## src/rtl/gpio_irq_pkg.sv

```systemverilog
package gpio_irq_pkg;

  parameter int unsigned GI_PINS     = 32;
  parameter int unsigned GI_PER_WORD = 8;

  typedef enum logic [3:0] {
    SENSE_OFF  = 4'd0,
    SENSE_RISE = 4'd8,
    SENSE_FALL = 4'd9,
    SENSE_HIGH = 4'd10,
    SENSE_LOW  = 4'd11,
    SENSE_BOTH = 4'd12
  } sense_code_e;

  // Register offsets (byte addresses)
  localparam logic [7:0] OFS_DETECT_EN = 8'h14;
  localparam logic [7:0] OFS_UNMASK    = 8'h18;
  localparam logic [7:0] OFS_MASK      = 8'h1C;
  localparam logic [7:0] OFS_RAW       = 8'h20;
  localparam logic [7:0] OFS_PENDING   = 8'h24;
  localparam logic [7:0] OFS_CLEAR     = 8'h28;
  localparam logic [7:0] OFS_SENSE     = 8'h40;

  // Strobes from the register control to the datapath
  typedef struct packed {
    logic               clrValid;
    logic [GI_PINS-1:0] clrBits;
  } clr_strobe_t;

  function automatic logic senseHit(input logic [3:0] code,
                                    input logic       nowVal,
                                    input logic       prevVal);
    logic hit;
    case (code)
      SENSE_RISE: hit = nowVal & ~prevVal;
      SENSE_FALL: hit = ~nowVal & prevVal;
      SENSE_HIGH: hit = nowVal;
      SENSE_LOW:  hit = ~nowVal;
      SENSE_BOTH: hit = nowVal ^ prevVal;
      default:    hit = 1'b0;
    endcase
    return hit;
  endfunction

endpackage

```

## src/rtl/gpio_irq_regs.sv

```systemverilog
module gpio_irq_regs
  import gpio_irq_pkg::*;
#(
  parameter int unsigned NUM_PINS = GI_PINS,
  parameter int unsigned ADDR_W   = 8,
  parameter int unsigned DATA_W   = 32
) (
  input  logic                         clk,
  input  logic                         rst_n,
  input  logic                         busWrEn,
  input  logic                         busRdEn,
  input  logic [ADDR_W-1:0]            busAddr,
  input  logic [DATA_W-1:0]            busWrData,
  output logic [DATA_W-1:0]            busRdData,
  input  logic [NUM_PINS-1:0]          rawStatus,
  input  logic [NUM_PINS-1:0]          maskedStatus,
  output logic [NUM_PINS-1:0]          enableVec,
  output logic [NUM_PINS-1:0]          maskVec,
  output logic [NUM_PINS-1:0][3:0]     senseCode,
  output clr_strobe_t                  clrStrobe
);

  localparam int unsigned NUM_WORDS = NUM_PINS / GI_PER_WORD;

  function automatic logic [ADDR_W-1:0] senseAddr(input int unsigned k);
    return ADDR_W'(int'(OFS_SENSE) + 4 * k);
  endfunction

  logic wrEnable, wrUnmask, wrMask, wrClear;

  always_comb begin
    wrEnable = busWrEn && (busAddr == ADDR_W'(OFS_DETECT_EN));
    wrUnmask = busWrEn && (busAddr == ADDR_W'(OFS_UNMASK));
    wrMask   = busWrEn && (busAddr == ADDR_W'(OFS_MASK));
    wrClear  = busWrEn && (busAddr == ADDR_W'(OFS_CLEAR));
  end

  always_comb begin
    clrStrobe.clrValid = wrClear;
    clrStrobe.clrBits  = busWrData[NUM_PINS-1:0];
  end

  always_ff @(posedge clk or negedge rst_n) begin
    if (!rst_n) begin
      enableVec <= '0;
    end else if (wrEnable) begin
      enableVec <= busWrData[NUM_PINS-1:0];
    end
  end

  always_ff @(posedge clk or negedge rst_n) begin
    if (!rst_n) begin
      maskVec <= '1;
    end else if (wrUnmask) begin
      maskVec <= maskVec & ~busWrData[NUM_PINS-1:0];
    end else if (wrMask) begin
      maskVec <= maskVec | busWrData[NUM_PINS-1:0];
    end
  end

  always_ff @(posedge clk or negedge rst_n) begin
    if (!rst_n) begin
      senseCode <= '0;
    end else if (busWrEn) begin
      for (int unsigned k = 0; k < NUM_WORDS; k++) begin
        if (busAddr == senseAddr(k)) begin
          senseCode[k*GI_PER_WORD +: GI_PER_WORD] <= busWrData;
        end
      end
    end
  end

  logic [NUM_WORDS-1:0][DATA_W-1:0] senseWords;

  for (genvar w = 0; w < NUM_WORDS; w++) begin : g_word
    assign senseWords[w] = senseCode[w*GI_PER_WORD +: GI_PER_WORD];
  end

  always_comb begin
    busRdData = '0;
    if (busRdEn) begin
      unique case (busAddr)
        ADDR_W'(OFS_DETECT_EN): busRdData = DATA_W'(enableVec);
        ADDR_W'(OFS_MASK):      busRdData = DATA_W'(maskVec);
        ADDR_W'(OFS_RAW):       busRdData = DATA_W'(rawStatus);
        ADDR_W'(OFS_PENDING):   busRdData = DATA_W'(maskedStatus);
        default: begin
          for (int unsigned k = 0; k < NUM_WORDS; k++) begin
            if (busAddr == senseAddr(k)) busRdData = senseWords[k];
          end
        end
      endcase
    end
  end

endmodule

```

## src/rtl/gpio_irq_detect.sv

```systemverilog
module gpio_irq_detect
  import gpio_irq_pkg::*;
#(
  parameter int unsigned NUM_PINS = GI_PINS
) (
  input  logic                     clk,
  input  logic                     rst_n,
  input  logic [NUM_PINS-1:0]      pinIn,
  input  logic [NUM_PINS-1:0]      enableVec,
  input  logic [NUM_PINS-1:0]      maskVec,
  input  logic [NUM_PINS-1:0][3:0] senseCode,
  input  clr_strobe_t              clrStrobe,
  output logic [NUM_PINS-1:0]      rawStatus,
  output logic [NUM_PINS-1:0]      maskedStatus,
  output logic                     irqLow,
  output logic                     irqHigh
);

  localparam int unsigned HALF = NUM_PINS / 2;

  logic [NUM_PINS-1:0] prevPin;
  logic [NUM_PINS-1:0] hitVec;
  logic [NUM_PINS-1:0] eventVec;
  logic [NUM_PINS-1:0] clearVec;

  always_ff @(posedge clk or negedge rst_n) begin
    if (!rst_n) prevPin <= '0;
    else        prevPin <= pinIn;
  end

  for (genvar i = 0; i < NUM_PINS; i++) begin : g_pin
    assign hitVec[i] = senseHit(senseCode[i], pinIn[i], prevPin[i]);
  end

  always_comb begin
    eventVec = hitVec & enableVec;
    clearVec = clrStrobe.clrValid ? clrStrobe.clrBits : '0;
  end

  // A new event overrides a simultaneous clear of the same bit
  always_ff @(posedge clk or negedge rst_n) begin
    if (!rst_n) rawStatus <= '0;
    else        rawStatus <= (rawStatus & ~clearVec) | eventVec;
  end

  always_comb begin
    maskedStatus = rawStatus & ~maskVec;
    irqLow       = |maskedStatus[HALF-1:0];
    irqHigh      = |maskedStatus[NUM_PINS-1:HALF];
  end

endmodule

```

## src/rtl/gpio_irq_sense_top.sv

```systemverilog
module gpio_irq_sense_top
  import gpio_irq_pkg::*;
#(
  parameter int unsigned ADDR_W = 8,
  parameter int unsigned DATA_W = 32
) (
  input  logic              clk,
  input  logic              rst_n,
  input  logic              busWrEn,
  input  logic              busRdEn,
  input  logic [ADDR_W-1:0] busAddr,
  input  logic [DATA_W-1:0] busWrData,
  output logic [DATA_W-1:0] busRdData,
  input  logic [GI_PINS-1:0] pinIn,
  output logic              irqLow,
  output logic              irqHigh
);

  localparam int unsigned NUM_PINS = GI_PINS;

  logic [NUM_PINS-1:0]      enableVec;
  logic [NUM_PINS-1:0]      maskVec;
  logic [NUM_PINS-1:0][3:0] senseCode;
  logic [NUM_PINS-1:0]      rawStatus;
  logic [NUM_PINS-1:0]      maskedStatus;
  clr_strobe_t              clrStrobe;

  gpio_irq_regs #(
    .NUM_PINS(NUM_PINS),
    .ADDR_W  (ADDR_W),
    .DATA_W  (DATA_W)
  ) regs_i (
    .clk         (clk),
    .rst_n       (rst_n),
    .busWrEn     (busWrEn),
    .busRdEn     (busRdEn),
    .busAddr     (busAddr),
    .busWrData   (busWrData),
    .busRdData   (busRdData),
    .rawStatus   (rawStatus),
    .maskedStatus(maskedStatus),
    .enableVec   (enableVec),
    .maskVec     (maskVec),
    .senseCode   (senseCode),
    .clrStrobe   (clrStrobe)
  );

  gpio_irq_detect #(
    .NUM_PINS(NUM_PINS)
  ) detect_i (
    .clk         (clk),
    .rst_n       (rst_n),
    .pinIn       (pinIn),
    .enableVec   (enableVec),
    .maskVec     (maskVec),
    .senseCode   (senseCode),
    .clrStrobe   (clrStrobe),
    .rawStatus   (rawStatus),
    .maskedStatus(maskedStatus),
    .irqLow      (irqLow),
    .irqHigh     (irqHigh)
  );

endmodule

```

## config.mk

```make
export PLATFORM = sky130hd
export DESIGN_NAME = gpio_irq_sense_top
export DESIGN_NICKNAME = d
export VERILOG_FILES = /design/src/rtl/gpio_irq_pkg.sv /design/src/rtl/gpio_irq_regs.sv /design/src/rtl/gpio_irq_detect.sv /design/src/rtl/gpio_irq_sense_top.sv
export SDC_FILE = /design/constraint.sdc
export NUM_CORES = 1
export LEC_CHECK = 0
export ABC_AREA = 0
export BUFFER_PORTS_ARGS = -buffer_cell sky130_fd_sc_hd__buf_2
export CAP_MARGIN = 20
export CORE_MARGIN = 1.5
export CORE_UTILIZATION = 30
export CTS_BUF_LIST = sky130_fd_sc_hd__clkbuf_8
export DETAILED_ROUTE_END_ITERATION = 8
export HOLD_SLACK_MARGIN = 0.02
export SLEW_MARGIN = 20
export SYNTH_ARGS = -nofsm -noshare
export SYNTH_HDL_FRONTEND = slang
export SYNTH_SLANG_ARGS = --single-unit
```

## constraint.sdc

```tcl
create_clock -name clk -period 1.75 [get_ports clk]
set_input_delay 0.0875 -clock clk [delete_from_list [all_inputs] [get_ports clk]]
set_output_delay 0.0875 -clock clk [all_outputs]
set_load 0.05 [all_outputs]
```

==> impl_metrics.tcl <==
set metrics [dict create \
    die_y_um 218 \
    path_max_fanout 3 \
    rr_endpoint "detect_i.rawStatus[24]" \
    finalSetupTns_ns -8.92 \
    fin_util_pct 41.0 \
    grt_pass1_vias 11470 \
    initial_core_util_pct 30.5 \
    finalWirelength_mm 44.0 \
    synth-edff-count 0 \
    crit_type "reg -> out" \
    finalMaxSlewViolations 0 \
    finalSetupViolCount 34 \
    cts-root-buf "clkbuf_8" \
    hpwlAfterDp_mm 30.5 \
    switching_share_pct 26.9 \
    place_area_um2 16200 \
    pwr-share-comb_pct 12.8 \
    cts_tree "yes" \
    clkPwrFrac_pct 40.8 \
    drtAntennaViolNets 0 \
    coreArea_um2 45600 \
    arrival_ns 2.03 \
    status "finished, violations left" \
    drive_gt1_share_pct 39.1 \
    tightest_slew_ns 0.717 \
    synthFlopType "dfrtp_1" \
    numCtsBuffers 45 \
    fillCellCount 4339 \
    drv_cap 0 \
    design_area_um2 18700 \
    synthArstFlopShare_pct 100 \
    leakagePower_nw 8.54 \
    grt_usage_pct 18.6 \
    stdcell_count 2103 \
    crit_slowest_cell "a222oi_1" \
    dr.pass1.iters 7 \
    diodes 0 \
    yosysUniqueCellTypes 49 \
    grt_pass1_wl_mm 67.9 \
    synth-seq-cells 256 \
    synth_area_um2 13900 \
    fp-row-count 78 \
    dieArea_um2 47600 \
    critPathCaptureType "primary output" \
    hold_violations 0 \
    io_buffer_count 109 \
    fin_crit_ns 2.12 \
    vias 11090 \
    worstPathRequired_ns 1.66 \
    min_path_type "in -> async" \
    reg2reg_slack_ns 0.07 \
    powerDensity_nw_per_um2 747 \
    antenna_found_initial 0 \
    fin_worst_skew_ns 0.0188 \
    clock_path_buffers 3 \
    postSynthCellCount 1179 \
    slew_headroom_pct 51.7 \
    ys_seq_area_share_pct 46.4 \
    place_inst 1903 \
    grt_max_degree 63 \
    areaGrowthSynthToFinish_pct 34.5 \
    clk_pin_slew_ns 0.06 \
    yosysWarnings 0 \
    fmax_mhz 471 \
    die_x_um 218 \
    avgSynthCellArea_um2 11.8 \
    worstSkewPairLatency_ns 0.56 \
    final_cell_mix "dfrtp_1 (219), mux2_2 (127), inv_1 (113)" \
    p_total_w 0.0140 \
    p_seq_share_pct 46.4 \
    final_common_cell "dfrtp_1" \
    max_stage_delay_ns 0.58 \
    syn_nets 1319 \
    violations "setup timing" \
    grt.overflow.total 0 \
    r2r_start "detect_i.prevPin[24]" \
    drc_errors 0 \
    vias_per_cell 5.27 \
    peakVddDrop_v 0.000466 \
    grt_setup_unrepaired "yes" \
    place.gp.congestion 0.892 \
    h-tree-depth 2 \
    period_share_pct 121 \
    worst_setup_path_start_kind "register" \
    cp_cell_sequence "a21oi_2 > a222oi_1 > o21ai_4 > buf_6" \
    ff2ff_path_depth 6 \
    finalNetCount 1610 \
    setup_slack_ns -0.372 \
    p_int_w 0.0102 \
    drt_iter0_drc 935 \
    wl_per_cell_um 20.9 \
    switchingPower_w 0.00376 \
    io_pins 110 \
    clkSinkCount 256 \
]
## critical path: cells and delay by family (launching register included)
family,cells,cell delay [ns]
AO/OA/AOI/OAI,3,0.75
buffers and inverters,1,0.18
flip-flops,1,0.55
## power groups by stage
stage,combinational (W),clock [W],sequential (W)
6_report,0.00179,0.00570,0.00648
5_1_grt,0.00195,0.00609,0.00651
4_1_cts,0.00179,0.00583,0.00647
3_5_place_dp,0.00146,0,0.00660
3_3_place_gp,0.00142,0,0.00659
2_1_floorplan,0.000793,0,0.00650
## how the worst max path moves through the flow
| stage | from | to | cells past startpoint |
|---|---|---|---|
| after floorplan | busAddr[4] | busRdData[22] | 5 |
| after global placement | busAddr[5] | busRdData[22] | 7 |
| after detailed placement | busAddr[5] | busRdData[24] | 7 |
| after CTS | register | busRdData[12] | 4 |
| after global routing | register | busRdData[28] | 4 |
| final | register | busRdData[28] | 4 |
## cell usage after synthesis (26+ instances only)
cell type / n / share of area, %
dfrtp_1: 224 / 40
mux2_2: 127 / 10
inv_1: 98 / 2.6
a21oi_1: 93 / 3.3
nand2_1: 66 / 1.8
ha_1: 64 / 5.8
mux2_1: 64 / 5.2
o21ai_0: 42 / 1.5
nor3_1: 33 / 1.2
a32o_1: 32 / 2.3
dfstp_2: 32 / 6.0
mux4_2: 32 / 5.2
buf_2: 31 / 1.1
mux2i_1: 31 / 2.2
xor2_1: 31 / 2.0
nand3_1: 30 / 1.1
a222oi_1: 26 / 1.9
## per-stage QoR
stage | hold slack (ns) | worst slack, ns
final | 0.129 | -0.372
after global routing | 0.132 | -0.455
after CTS | 0.112 | -0.367
after detailed placement | 0.0187 | -0.361
after global placement | 0.0177 | -0.334
after floorplan | -0.208 | -0.192
## cells by family (layout without fill, tap and decap cells)
family	Yosys count	in the layout	synth area share [%]
flops	256	256	46.4
mux	254	254	22.9
compound gates	249	249	11.7
simple gates	166	167	6.42
buf+inv	159	482	4.95
fa+ha+maj	64	64	5.76
xor+xnor	31	31	1.95
## final cells by class
class	instances	area, um2	share of cell area (%)
clock buffers	55	757	4.05
well taps	600	751	4.02
flip-flops and latches	256	6450	34.5
repair buffers	303	2800	15.0
inverters	99	372	1.99
clock inverters	25	158	0.843
multi-input cells	765	7410	39.6
## routing by layer
layer / up-vias / global-route usage, % / routed length (um)
met5: - / 0 / 0
met4: 0 / 5.52 / 1040
met3: 73 / 4.30 / 3260
met2: 381 / 30.0 / 20600
met1: 5681 / 24.8 / 19000
li1: 4955 / - / -
## what timing repair did
item	CTS	global route
gates cloned	1	0
resized for setup	119	9
endpoints found under the hold margin	491	0
setup endpoints to repair	34	35
pin swaps	93	10
hold buffers	67	0
setup buffers	50	2
Power figures use the tool's default switching activity.
